<file path="src/rtl/csa_tree_pkg.sv">
package csa_tree_pkg;

  // vectors left after one level of 3:2 grouping
  function automatic int next_count(input int c);
    return 2 * (c / 3) + (c % 3);
  endfunction

  // number of compressor levels needed to reach two vectors
  function automatic int level_count(input int s0);
    int c;
    int l;
    c = s0;
    l = 0;
    while (c > 2) begin
      c = next_count(c);
      l++;
    end
    return l;
  endfunction

  // vector count entering a given level
  function automatic int count_at(input int s0, input int lvl);
    int c;
    c = s0;
    for (int i = 0; i < lvl; i++) c = next_count(c);
    return c;
  endfunction

  function automatic int count_ones(input logic [31:0] m);
    int n;
    n = 0;
    for (int i = 0; i < 32; i++) n += int'(m[i]);
    return n;
  endfunction

endpackage

</file>
<file path="src/rtl/csa_compress3.sv">
module csa_compress3 #(
  parameter int W = 16
) (
  input  logic [W-1:0] a_i,
  input  logic [W-1:0] b_i,
  input  logic [W-1:0] c_i,
  output logic [W-1:0] sum_o,
  output logic [W-1:0] carry_o
);

  logic [W-1:0] maj;

  assign sum_o   = a_i ^ b_i ^ c_i;
  assign maj     = (a_i & b_i) | (a_i & c_i) | (b_i & c_i);
  // weight of a carry is one bit higher; top carry falls off
  assign carry_o = maj << 1;

endmodule

</file>
<file path="src/rtl/csa_reduce_level.sv">
module csa_reduce_level #(
  parameter int W      = 16,
  parameter int CNT_IN = 3,
  localparam int CNT_OUT = 2 * (CNT_IN / 3) + (CNT_IN % 3)
) (
  input  logic [CNT_IN*W-1:0]  vec_i,
  output logic [CNT_OUT*W-1:0] vec_o
);

  localparam int NGRP = CNT_IN / 3;
  localparam int NREM = CNT_IN % 3;

  for (genvar g = 0; g < NGRP; g++) begin : g_grp
    csa_compress3 #(.W(W)) u_cmp (
      .a_i    (vec_i[(3*g)*W   +: W]),
      .b_i    (vec_i[(3*g+1)*W +: W]),
      .c_i    (vec_i[(3*g+2)*W +: W]),
      .sum_o  (vec_o[(2*g)*W   +: W]),
      .carry_o(vec_o[(2*g+1)*W +: W])
    );
  end

  for (genvar k = 0; k < NREM; k++) begin : g_pass
    assign vec_o[(2*NGRP+k)*W +: W] = vec_i[(3*NGRP+k)*W +: W];
  end

endmodule

</file>
<file path="src/rtl/csa_operand_prep.sv">
module csa_operand_prep #(
  parameter int           N           = 5,
  parameter int           W           = 16,
  parameter logic [N*8-1:0] OP_WIDTHS = {8'd10, 8'd4, 8'd16, 8'd8, 8'd12},
  parameter logic [N-1:0] SIGNED_MASK = 5'b01001,
  parameter logic [N-1:0] SUB_MASK    = 5'b01100
) (
  input  logic [N*W-1:0] operands_i,
  output logic [N*W-1:0] summands_o
);

  for (genvar i = 0; i < N; i++) begin : g_op
    localparam int OW  = int'(OP_WIDTHS[i*8 +: 8]);
    localparam bit SGN = SIGNED_MASK[i];
    localparam bit SUB = SUB_MASK[i];

    logic [W-1:0] ext;

    if (OW < W) begin : g_pad
      logic pad_bit;
      logic unused_hi;
      assign pad_bit   = SGN ? operands_i[i*W+OW-1] : 1'b0;
      assign ext       = {{(W-OW){pad_bit}}, operands_i[i*W +: OW]};
      assign unused_hi = ^operands_i[i*W+OW +: W-OW];
    end else begin : g_full
      assign ext = operands_i[i*W +: W];
    end

    if (SUB) begin : g_neg
      assign summands_o[i*W +: W] = ~ext;
    end else begin : g_pos
      assign summands_o[i*W +: W] = ext;
    end
  end

endmodule

</file>
<file path="src/rtl/csa_tree_adder.sv">
module csa_tree_adder
  import csa_tree_pkg::*;
#(
  parameter int             N           = 5,
  parameter int             W           = 16,
  parameter logic [N*8-1:0] OP_WIDTHS   = {8'd10, 8'd4, 8'd16, 8'd8, 8'd12},
  parameter logic [N-1:0]   SIGNED_MASK = 5'b01001,
  parameter logic [N-1:0]   SUB_MASK    = 5'b01100
) (
  input  logic [N*W-1:0] operands_i,
  output logic [W-1:0]   result_o
);

  localparam int NSUB = count_ones(32'(SUB_MASK));
  localparam int S    = N + ((NSUB > 0) ? 1 : 0);
  localparam int LVLS = level_count(S);

  logic [N*W-1:0] prepped;
  logic [S*W-1:0] summands_w;
  logic [2*W-1:0] pair_w;

  csa_operand_prep #(
    .N(N), .W(W), .OP_WIDTHS(OP_WIDTHS),
    .SIGNED_MASK(SIGNED_MASK), .SUB_MASK(SUB_MASK)
  ) u_prep (
    .operands_i(operands_i),
    .summands_o(prepped)
  );

  if (NSUB > 0) begin : g_corr
    assign summands_w = {W'(NSUB), prepped};
  end else begin : g_nocorr
    assign summands_w = prepped;
  end

  for (genvar l = 0; l < LVLS; l++) begin : g_lvl
    localparam int CI = count_at(S, l);
    localparam int CO = count_at(S, l + 1);
    logic [CI*W-1:0] v_in;
    logic [CO*W-1:0] v_out;

    if (l == 0) begin : g_first
      assign v_in = summands_w;
    end else begin : g_next
      assign v_in = g_lvl[l-1].v_out;
    end

    csa_reduce_level #(.W(W), .CNT_IN(CI)) u_level (
      .vec_i(v_in),
      .vec_o(v_out)
    );
  end

  assign pair_w   = g_lvl[LVLS-1].v_out;
  assign result_o = pair_w[W-1:0] + pair_w[2*W-1:W];

endmodule

</file>
<file path="config.mk">
export PLATFORM = sky130hd
export DESIGN_NAME = csa_tree_adder
export DESIGN_NICKNAME = d
export VERILOG_FILES = /design/src/rtl/csa_tree_pkg.sv /design/src/rtl/csa_compress3.sv /design/src/rtl/csa_reduce_level.sv /design/src/rtl/csa_operand_prep.sv /design/src/rtl/csa_tree_adder.sv
export SDC_FILE = /design/constraint.sdc
export NUM_CORES = 1
export LEC_CHECK = 0
export BUFFER_PORTS_ARGS = -buffer_cell sky130_fd_sc_hd__buf_2
export CAP_MARGIN = 30
export CORE_MARGIN = 10
export CORE_UTILIZATION = 35
export DETAILED_ROUTE_END_ITERATION = 10
export GPL_TIMING_DRIVEN = 0
export RECOVER_POWER = 100
export SLEW_MARGIN = 10
export SYNTH_ARGS = -nofsm -noshare
export SYNTH_HDL_FRONTEND = slang
export SYNTH_SLANG_ARGS = --single-unit
</file>
<file path="constraint.sdc">
create_clock -name vclk -period 6.65
set_input_delay 0.9975 -clock vclk [all_inputs]
set_output_delay 0.9975 -clock vclk [all_outputs]
set_load 0.05 [all_outputs]
</file>
==> flow_summary.toml <==
[min_path]
min_delay_worst_endpoint = "result_o[0]"
hold_start = "operands_i[64]"
holdPathStages = 4
min_path_type = "input pin to output pin"

[floorplan]
coreArea_um2 = 5140
rows = 26
io_pins = 96
initial_core_util_pct = 36.4
die_area_um2 = 8670
die_w_um = 93.1
die_h_um = 93.1

[power]
seqPwrFrac_pct = 0
clkPwrFrac_pct = 0
power_switching_share_pct = 73.2
peakVddDrop_mv = 0.398
p_per_area_nw_per_um2 = 442
p_switching_w = 0.000733
intPower_w = 0.000269
comb_power_share_pct = 100.0
p_leak_nw = 1.31

[grt]
first_global_vias = 1676
grt_overflow = 0
track_usage_pct = 8.74
grt_first_pass_wirelength_um = 6720
grt_start_max_net_pins = 11
antenna_found_initial = 0

[synthesis]
synth.distinct_cells = 29
ys_warn_count = 0
ys_seq_area_share_pct = 0
syn-cell-area_um2 = 1870
synthesis.nets = 371
netlist_instances = 223
syn_area_per_cell_um2 = 8.39

[sta]
drv_slew = 0
report.final.hold_viol_count = 0
tightest_slew_ns = 0.652
fin_crit_sh_pct = 89.1
fin_hold_ws_ns = 2.71
setup_tns_ns = 0
fmax_mhz = 169
setup_viol = 0
slew_headroom_pct = 56.7
rsz0062_at_grt = "false"
fin_crit_ns = 5.93

[job]
cap_viol_max_count = 0

[placement]
dp.cells = 359
hpwlAfterDp_um = 3650
numPortBuffers = 66
placedInstanceArea_um2 = 2290
gpl.final_weighted_congestion = 0.777

[worst_setup_path]
cp_slowest_stage_delay_ns = 0.55
end_kind = "output pin"
crit_arrival_ns = 4.93
cp.buffers_inverters = 5
cp_cell_sequence = "buf_2 > inv_1 > ha_1 > inv_1 > fa_1 > fa_1 > inv_1 > ha_1 > and2_4 > a221oi_2 > a21oi_2 > or4_1 > a32oi_1 > clkbuf_1"
startpoint_type = "input pin"
worstSetupPathType = "input pin to output pin"
cpMostUsedCell = "inv_1"
path_delay_family = "adder cells"
cp_max_fo = 10
cp.required_ns = 5.65
slowest_stage = "fa_1"

[drt]
vias = 1594
wl_met3_um = 295
met2_length_um = 1750
vias_per_cell = 4.44
drt-initial-drc-count = 70
dr.pass1.iters = 4
drc = 0
topRoutingLayerUsed = "met3"
drt-total-wl_um = 3790
ant_nets = 0
m1WireLength_um = 1740
detail_route.wl_per_cell_um = 10.5

[final_layout]
final_cells = 359
layout_commonest_cell = "inv_1"
fillCellCount = 575
area_growth_pct = 21.3
layout_common_cells = "inv_1, buf_2, ha_1"
drive_above_1_share_pct = 18.3
seq_cell_count = 0
nets = 439
diodes = 0
stdcell_area_um2 = 2270
clock_buffers = 0
regArea_um2 = 0

[clock_tree]
hold_buffers = 0
cts_setup_buffers = 0
cts.repair.resized = 0

[status]
status = "completed"
==> stage by stage <==
stage          power (W)  utilization, %  setup slack [ns]
2_1_floorplan   0.000825               -             0.704
6_report         0.00100            44.1             0.722
3_3_place_gp     0.00103            44.5             0.896
3_5_place_dp     0.00104            44.5             0.880
4_1_cts          0.00105            44.5             0.875
5_1_grt          0.00110            44.1             0.433
==> power by group through the flow <==
stage / Clock, W / Sequential (W) / Combinational (W)
after detailed placement: 0 / 0 / 0.00104
final: 0 / 0 / 0.00100
after floorplan: 0 / 0 / 0.000825
after CTS: 0 / 0 / 0.00105
after global placement: 0 / 0 / 0.00103
after global routing: 0 / 0 / 0.00110
==> worst max-delay path by stage <==
stage | start | endpoint | slack [ns] | cells after the start
after global routing | operands_i[51] | result_o[15] | 0.43 | 14
after detailed placement | operands_i[51] | result_o[15] | 0.88 | 14
after global placement | operands_i[51] | result_o[15] | 0.90 | 14
final | operands_i[51] | result_o[15] | 0.72 | 14
after floorplan | operands_i[5] | result_o[13] | 0.70 | 11
after CTS | operands_i[51] | result_o[15] | 0.88 | 14
==> synth_stat cells (all sizes together) <==
cell | n | area, µm²
inv | 82 | 308
ha | 35 | 438
fa | 33 | 661
a21oi | 12 | 63.8
xnor2 | 10 | 87.6
nor2 | 8 | 30.0
o21ai | 8 | 40.0
nand2 | 5 | 18.8
nand3 | 3 | 15.0
xor2 | 3 | 26.3
a211oi | 2 | 15.0
a21o | 2 | 15.0
a221oi | 2 | 23.8
nand2b | 2 | 12.5
nand4 | 2 | 12.5
nor3 | 2 | 10.0
o21bai | 2 | 15.0
a311oi | 1 | 8.76
a31oi | 1 | 6.26
a32oi | 1 | 8.76
and2 | 1 | 8.76
clkbuf | 1 | 3.75
mux2i | 1 | 10.0
nor2b | 1 | 6.26
o2111a | 1 | 11.3
o21a | 1 | 7.51
or4 | 1 | 7.51
==> kinds of logic (layout without fill, tap and decap cells) <==
family,Yosys count,in the layout,share of synthesized area [%]
XOR/XNOR,13,13,6.09
buffers and inverters,83,149,16.7
AND/OR/NAND/NOR,25,25,6.49
multiplexers,1,1,0.535
AO/OA/AOI/OAI,33,33,11.5
adder cells (fa/ha/maj),68,68,58.7
==> layout make-up <==
cell class         instances  area, µm²  share of cell area, %
plain buffers              1       3.75                  0.165
inverters                 82        308                   13.6
well taps                 70       87.6                   3.86
repair buffers            66        310                   13.7
multi-input cells        140       1560                   68.7
==> layer usage <==
layer	track usage, %	up-vias
met4	0	0
li1	-	815
met2	15.2	41
met3	2.24	0
met1	11.3	738
met5	0	-
Note: power is estimated with default switching activity, not from simulation.
